<file path="config.mk">
export PLATFORM = sky130hd
export DESIGN_NAME = serport_regs
export DESIGN_NICKNAME = d
export VERILOG_FILES = /design/src/rtl/serport_pkg.sv /design/src/rtl/serport_decode.sv /design/src/rtl/serport_delay_timer.sv /design/src/rtl/serport_age.sv /design/src/rtl/serport_regs.sv
export SDC_FILE = /design/constraint.sdc
export NUM_CORES = 1
export LEC_CHECK = 0
export ABC_AREA = 1
export BUFFER_PORTS_ARGS = -buffer_cell sky130_fd_sc_hd__buf_4
export CAP_MARGIN = 20
export CORE_MARGIN = 4
export CORE_UTILIZATION = 61
export DETAILED_ROUTE_END_ITERATION = 10
export PLACE_DENSITY = 0.85
export RECOVER_POWER = 25
export SLEW_MARGIN = 20
export SYNTH_ARGS = -nofsm -noshare
export SYNTH_HDL_FRONTEND = slang
export SYNTH_SLANG_ARGS = --single-unit
</file>
<file path="constraint.sdc">
create_clock -name clk -period 4.1 [get_ports clk]
set_input_delay 0.205 -clock clk [delete_from_list [all_inputs] [get_ports clk]]
set_output_delay 0.205 -clock clk [all_outputs]
set_load 0.02 [all_outputs]
</file>
<file path="src/rtl/serport_pkg.sv">
package serport_pkg;

   localparam int unsigned OFS_W  = 3;
   localparam int unsigned BYTE_W = 8;

   // Register offsets
   localparam logic [OFS_W-1:0] OFS_DATA  = 3'd0;
   localparam logic [OFS_W-1:0] OFS_ENA   = 3'd1;
   localparam logic [OFS_W-1:0] OFS_IDENT = 3'd2;
   localparam logic [OFS_W-1:0] OFS_LINE  = 3'd3;
   localparam logic [OFS_W-1:0] OFS_MODEM = 3'd4;
   localparam logic [OFS_W-1:0] OFS_STAT  = 3'd5;
   localparam logic [OFS_W-1:0] OFS_MSTAT = 3'd6;
   localparam logic [OFS_W-1:0] OFS_SPARE = 3'd7;

   // Identification codes
   localparam logic [BYTE_W-1:0] ID_RX   = 8'h04;
   localparam logic [BYTE_W-1:0] ID_TX   = 8'h02;
   localparam logic [BYTE_W-1:0] ID_NONE = 8'h01;

   // Bit positions
   localparam int unsigned ENA_RX_BIT = 0;
   localparam int unsigned ENA_TX_BIT = 1;
   localparam int unsigned LINE_DIV_BIT = 7;
   localparam int unsigned STAT_DR_BIT = 0;
   localparam int unsigned STAT_HE_BIT = 5;
   localparam int unsigned STAT_TE_BIT = 6;

   // Modem control loop request and stored value
   localparam logic [BYTE_W-1:0] MODEM_REQ = 8'h1A;
   localparam logic [BYTE_W-1:0] MODEM_VAL = 8'h9A;

   // Channel indices for the paced timers
   localparam int unsigned CH_RX = 0;
   localparam int unsigned CH_TX = 1;
   localparam int unsigned N_CH  = 2;

   typedef struct packed {
      logic data_rd;
      logic data_wr;
      logic ena_wr;
      logic ident_rd;
      logic line_wr;
      logic modem_wr;
   } access_t;

endpackage

</file>
<file path="src/rtl/serport_decode.sv">
module serport_decode
   import serport_pkg::*;
(
   input  logic             sel_i,
   input  logic             we_i,
   input  logic [OFS_W-1:0] addr_i,
   input  logic             div_view_i,
   output access_t          acc_o
);

   always_comb begin
      acc_o = '0;
      if (sel_i) begin
         case (addr_i)
            OFS_DATA: begin
               acc_o.data_rd = !we_i && !div_view_i;
               acc_o.data_wr =  we_i && !div_view_i;
            end
            OFS_ENA:   acc_o.ena_wr   = we_i && !div_view_i;
            OFS_IDENT: acc_o.ident_rd = !we_i;
            OFS_LINE:  acc_o.line_wr  = we_i;
            OFS_MODEM: acc_o.modem_wr = we_i;
            default: ;
         endcase
      end
   end

endmodule

</file>
<file path="src/rtl/serport_delay_timer.sv">
module serport_delay_timer #(
   parameter int unsigned DELAY = 450
) (
   input  logic clk,
   input  logic rst_n,
   input  logic arm_i,
   input  logic cancel_i,
   output logic expire_o
);

   localparam int unsigned CNT_W = $clog2(DELAY + 1);

   if (DELAY < 2) begin : g_bad_delay
      $error("serport_delay_timer: DELAY must be at least 2");
   end

   logic [CNT_W-1:0] cnt_q;

   // Expiry is suppressed when the same edge restarts or stops the timer.
   assign expire_o = (cnt_q == CNT_W'(1)) && !arm_i && !cancel_i;

   always_ff @(posedge clk or negedge rst_n) begin
      if (!rst_n)                cnt_q <= '0;
      else if (cancel_i)         cnt_q <= '0;
      else if (arm_i)            cnt_q <= CNT_W'(DELAY);
      else if (cnt_q != '0)      cnt_q <= cnt_q - CNT_W'(1);
   end

endmodule

</file>
<file path="src/rtl/serport_age.sv">
module serport_age #(
   parameter int unsigned LIMIT = 450
) (
   input  logic clk,
   input  logic rst_n,
   input  logic stamp_i,
   output logic aged_o
);

   localparam int unsigned AGE_W = $clog2(LIMIT + 1);

   if (LIMIT < 1) begin : g_bad_limit
      $error("serport_age: LIMIT must be at least 1");
   end

   logic [AGE_W-1:0] age_q;

   // age_q holds edges since the stamp minus one, saturating at LIMIT.
   assign aged_o = (age_q >= AGE_W'(LIMIT));

   always_ff @(posedge clk or negedge rst_n) begin
      if (!rst_n)                       age_q <= AGE_W'(LIMIT);
      else if (stamp_i)                 age_q <= '0;
      else if (age_q < AGE_W'(LIMIT))   age_q <= age_q + AGE_W'(1);
   end

endmodule

</file>
<file path="src/rtl/serport_regs.sv">
module serport_regs
   import serport_pkg::*;
#(
   parameter int unsigned DELAY = 450
) (
   input  logic              clk,
   input  logic              rst_n,
   input  logic              bus_sel,
   input  logic              bus_we,
   input  logic [OFS_W-1:0]  bus_addr,
   input  logic [BYTE_W-1:0] bus_wdata,
   output logic [BYTE_W-1:0] bus_rdata,
   input  logic              rx_avail,
   input  logic [BYTE_W-1:0] rx_byte,
   input  logic              rx_arrive,
   output logic              rx_pop,
   output logic              tx_push,
   output logic [BYTE_W-1:0] tx_byte,
   output logic              irq
);

   logic [BYTE_W-1:0] ena_q, line_q, modem_q;
   logic              rx_pend_q, tx_pend_q, recheck_q;
   logic              div_view;
   access_t           acc;

   logic [N_CH-1:0]   tmr_arm, tmr_cancel, tmr_expire;
   logic              tx_aged, tx_now;
   logic              rx_set, rx_clr, tx_set, tx_clr;

   assign div_view = line_q[LINE_DIV_BIT];

   serport_decode u_dec (
      .sel_i      (bus_sel),
      .we_i       (bus_we),
      .addr_i     (bus_addr),
      .div_view_i (div_view),
      .acc_o      (acc)
   );

   // Timer control
   assign tmr_arm[CH_RX]    = (recheck_q && ena_q[ENA_RX_BIT] && rx_avail)
                            || (acc.ena_wr && bus_wdata[ENA_RX_BIT] && rx_avail);
   assign tmr_cancel[CH_RX] = acc.ena_wr && !(bus_wdata[ENA_RX_BIT] && rx_avail);

   assign tx_now            = acc.ena_wr && bus_wdata[ENA_TX_BIT] && tx_aged;
   assign tmr_arm[CH_TX]    = (acc.data_wr && ena_q[ENA_TX_BIT])
                            || (acc.ena_wr && bus_wdata[ENA_TX_BIT] && !tx_aged);
   assign tmr_cancel[CH_TX] = acc.ena_wr && !bus_wdata[ENA_TX_BIT];

   for (genvar g = 0; g < N_CH; g++) begin : g_tmr
      serport_delay_timer #(.DELAY(DELAY)) u_tmr (
         .clk      (clk),
         .rst_n    (rst_n),
         .arm_i    (tmr_arm[g]),
         .cancel_i (tmr_cancel[g]),
         .expire_o (tmr_expire[g])
      );
   end

   serport_age #(.LIMIT(DELAY)) u_age (
      .clk     (clk),
      .rst_n   (rst_n),
      .stamp_i (tx_set),
      .aged_o  (tx_aged)
   );

   // Pending flag events
   assign rx_set = ena_q[ENA_RX_BIT] && (rx_arrive || tmr_expire[CH_RX]);
   assign rx_clr = acc.data_rd;
   assign tx_set = tx_now || (tmr_expire[CH_TX] && ena_q[ENA_TX_BIT]);
   assign tx_clr = acc.data_wr || (acc.ident_rd && !rx_pend_q && tx_pend_q);

   always_ff @(posedge clk or negedge rst_n) begin
      if (!rst_n) begin
         rx_pend_q <= 1'b0;
         tx_pend_q <= 1'b0;
         recheck_q <= 1'b0;
      end else begin
         recheck_q <= acc.data_rd;
         if (tmr_cancel[CH_RX])  rx_pend_q <= 1'b0;
         else if (rx_set)        rx_pend_q <= 1'b1;
         else if (rx_clr)        rx_pend_q <= 1'b0;
         if (tmr_cancel[CH_TX])  tx_pend_q <= 1'b0;
         else if (tx_set)        tx_pend_q <= 1'b1;
         else if (tx_clr)        tx_pend_q <= 1'b0;
      end
   end

   // Control bytes
   always_ff @(posedge clk or negedge rst_n) begin
      if (!rst_n) begin
         ena_q   <= '0;
         line_q  <= '0;
         modem_q <= '0;
      end else begin
         if (acc.ena_wr)  ena_q  <= bus_wdata;
         if (acc.line_wr) line_q <= bus_wdata;
         if (acc.modem_wr && bus_wdata == MODEM_REQ) modem_q <= MODEM_VAL;
      end
   end

   // Read path
   always_comb begin
      bus_rdata = '0;
      case (bus_addr)
         OFS_DATA:  bus_rdata = (!div_view && rx_avail) ? rx_byte : '0;
         OFS_ENA:   bus_rdata = div_view ? '0 : ena_q;
         OFS_IDENT: bus_rdata = rx_pend_q ? ID_RX : (tx_pend_q ? ID_TX : ID_NONE);
         OFS_LINE:  bus_rdata = line_q;
         OFS_MODEM: bus_rdata = modem_q;
         OFS_STAT: begin
            bus_rdata[STAT_DR_BIT] = rx_avail;
            bus_rdata[STAT_HE_BIT] = 1'b1;
            bus_rdata[STAT_TE_BIT] = 1'b1;
         end
         default:   bus_rdata = '0;
      endcase
   end

   assign rx_pop  = acc.data_rd && rx_avail;
   assign tx_push = acc.data_wr;
   assign tx_byte = bus_wdata;
   assign irq     = rx_pend_q | tx_pend_q;

endmodule

</file>
==> reports/results.txt <==
Status - complete, but fails checks
Failing checks - capacitance limit, slew limit
Synth area leader - dfrtp_1
Drt pass-1 iters - 4
Sequential area share after synthesis - 42.1%
Max Slew Vio Count - 48
Syn avg cell area - 7.83 µm²
Wirelength per Cell - 13.8 µm
I/O Buffers - 43
Die H - 75.8 µm
Crit-path cells - dlygate4sd3_1, clkbuf_1
Post-synth top cells - 83 x nand2_1, 47 x nor2_1, 43 x dfrtp_1, 42 x inv_1, 20 x o21ai_0
Crit path kind - in -> async
# Post-CTS Setup Buffers - 0
Final nets - 432
IO Pins - 44
Total global-route track usage - 23.1%
DP Area - 0.00312 mm²
Count leader, synth - nand2_1
Remaining Overflow, GRT - 0
Final Skew - 0.00847 ns
Worst hold-check path type - in -> reg
Synth Instances - 358
Synth area leaders - dfrtp_1 38%, nand2_1 11%, nor2_1 6.3%
WP data required - 3.98 ns
Net count after synthesis - 391
CP arrival - 2.52 ns
Core Box Area - 0.00441 mm²
Final Cell Area - 0.00319 mm²
First-pass GRT wire length - 10,100 µm
CP Capture Type - asynchronous set/reset pin
Initial DRC Count - 142
Period utilization - 64.4%
Final setup viols - 0
Area taken by multi-input logic gates - 0.00137 mm²
Via density - 5.46
Yosys reg bits - 47
RePlAce Congestion - 0.844
Synth warn - 0
Max stage delay cell, worst path - clkbuf_1
Final count of hold timing violations - 0
Ys async rst share - 100%
Hold-fix buffers at CTS - 1
Vias - 2,469
Setup slack after layout - 1.46 ns
Maxcap violations - 1
Post-synth EDFFs - 0
Reg area - 0.00118 mm²
Vias in the first global route - 2,292
Unrepaired setup endpoints after global routing - no
Clock Tree Buf Depth - 2
Max VDD drop - 370 µV
Skew-Pair Late Insertion Delay - 0.30 ns
Ratio of total power to cell area - 559 mW/mm²
Std-Cell Rows - 24
CTS root buf - clkbuf_8
Mapped Area - 0.00280 mm²
Fin crit period - 2.64 ns
F_max - 379 MHz
Drt total wl - 6220 µm
Critical path buffer and inverter count - 2
Critical Path Source Type - input pin
Post-synthesis cell type count - 42
Area grow syn2layout - 13.8%
Number of gates resized after cts - 0
Tightest Pin Transition - 2.51 ns
Layout filler cell count - 375
Htree depth - 2
Dpl ws - 2.28 ns
Clk sinks - 47
Layout cells sized above 1 - 17.8%
Reg clk slew, reported paths - 0.09 ns
Final core utilization - 72.3%
CTS tree - yes
Critical path's largest stage delay - 1.77 ns
Crit path max-delay family - buffers and inverters
Main synth FF type - dfrtp_1
Worst slew margin - -67.1%
Die area - 0.00574 mm²
Setup TNS - 0 ns
Share of the synthesized area in the top cell type - 38.4%
CTS Buf Count - 5
Worst Path Max Fanout - 47
Antenna violations before repair - 0
Leak pwr - 1.66 nW
Largest net degree at the start of global routing - 48
Post-route ant nets - 0
ANT cells - 0
Starting density of the core - 63.5%
Floorplan die width - 75.8 µm
Post-DP HPWL - 4690 µm
Number of remaining DRC errors - 0
Worst R2R Setup Slack - 2.41 ns
## power by group
part	internal (mW)	switching, mW	total, mW
Clock	0.136	0.155	0.292
Sequential	0.653	0.128	0.780
Combinational	0.283	0.427	0.710
## per-stage QoR
stage / hold WS, ns / total power, mW / instances
floorplan: -0.0906 / 1.31 / 358
global placement: 0.250 / 1.46 / 443
detailed placement: 0.253 / 1.50 / 443
CTS: 0.157 / 1.79 / 452
global route: 0.176 / 1.93 / 452
finish: 0.164 / 1.78 / 452
## layout by cell type, fill, tap and decap left out, types with 2 or more instances in the layout
master | Yosys | routed
nand2_4 | 3 | 3
nor3_1 | 4 | 4
o21ai_0 | 20 | 20
xor2_1 | 13 | 13
o21ai_1 | 2 | 2
inv_2 | 7 | 6
nand2_1 | 83 | 83
inv_1 | 42 | 43
nor2_1 | 47 | 47
dfrtp_1 | 43 | 43
clkbuf_1 | 1 | 10
a211oi_1 | 2 | 2
a21oi_1 | 7 | 7
xnor2_1 | 2 | 2
clkbuf_8 | 0 | 6
nand4_1 | 17 | 17
nor4_1 | 3 | 3
ha_1 | 8 | 8
buf_4 | 8 | 34
nand2_2 | 6 | 6
dfstp_2 | 4 | 4
nand3_1 | 15 | 15
## worst paths after layout
| kind | from | endpoint | cells after the start |
|---|---|---|---|
| min in group asynchronous | rst_n | u_age.age_q[5]$_DFFE_PN0P_ | 2 |
| max in group clk | line_q[7]$_DFFE_PN0P_ | bus_rdata[2] | 8 |
| hold reg to reg | modem_q[1]$_DFFE_PN0P_ | modem_q[1]$_DFFE_PN0P_ | 1 |
| setup reg to reg | line_q[7]$_DFFE_PN0P_ | u_age.age_q[8]$_DFFE_PN1P_ | 9 |
| setup / recovery | rst_n | ena_q[7]$_DFFE_PN0N_ | 2 |
| hold / removal | bus_wdata[0] | ena_q[0]$_DFFE_PN0N_ | 3 |
## cell type report
class                           count  area share, %
Multi-Input combinational cell    252           42.9
Sequential cell                    47           37.0
Timing Repair Buffer               44           9.38
Inverter                           49           5.77
Clock buffer                        7           2.71
Tap cell                           52           2.04
Clock inverter                      1          0.157
## flip-flops by register name, summed over array words and instances (netlist names)
signal,count
ena_q,8
g_tmr.u_tmr.cnt_q,18
line_q,8
modem_q,1
recheck_q,1
rx_pend_q,1
tx_pend_q,1
u_age.age_q,9
## logic make-up after synthesis
kind of cell	after synthesis	share of synthesized area (%)
AND/OR/NAND/NOR	188	32.0
buffers and inverters	59	9.02
flip-flops	47	42.1
AO/OA/AOI/OAI	40	8.21
XOR/XNOR	15	4.69
adder cells (fa/ha/maj)	8	3.57
multiplexers	1	0.402
## layer usage
layer  global-route usage, %  vias to the layer above  share of wire [%]  wire, µm
li1                        -                     1227                  -         -
met1                    29.7                     1189                 44      2770
met2                    39.4                       47                 50      3110
met3                    5.01                        6                4.4       276
met4                    6.21                        0                1.0        65
met5                       0                        -                  0         0
No activity file was read; power rests on OpenSTA's default activity.
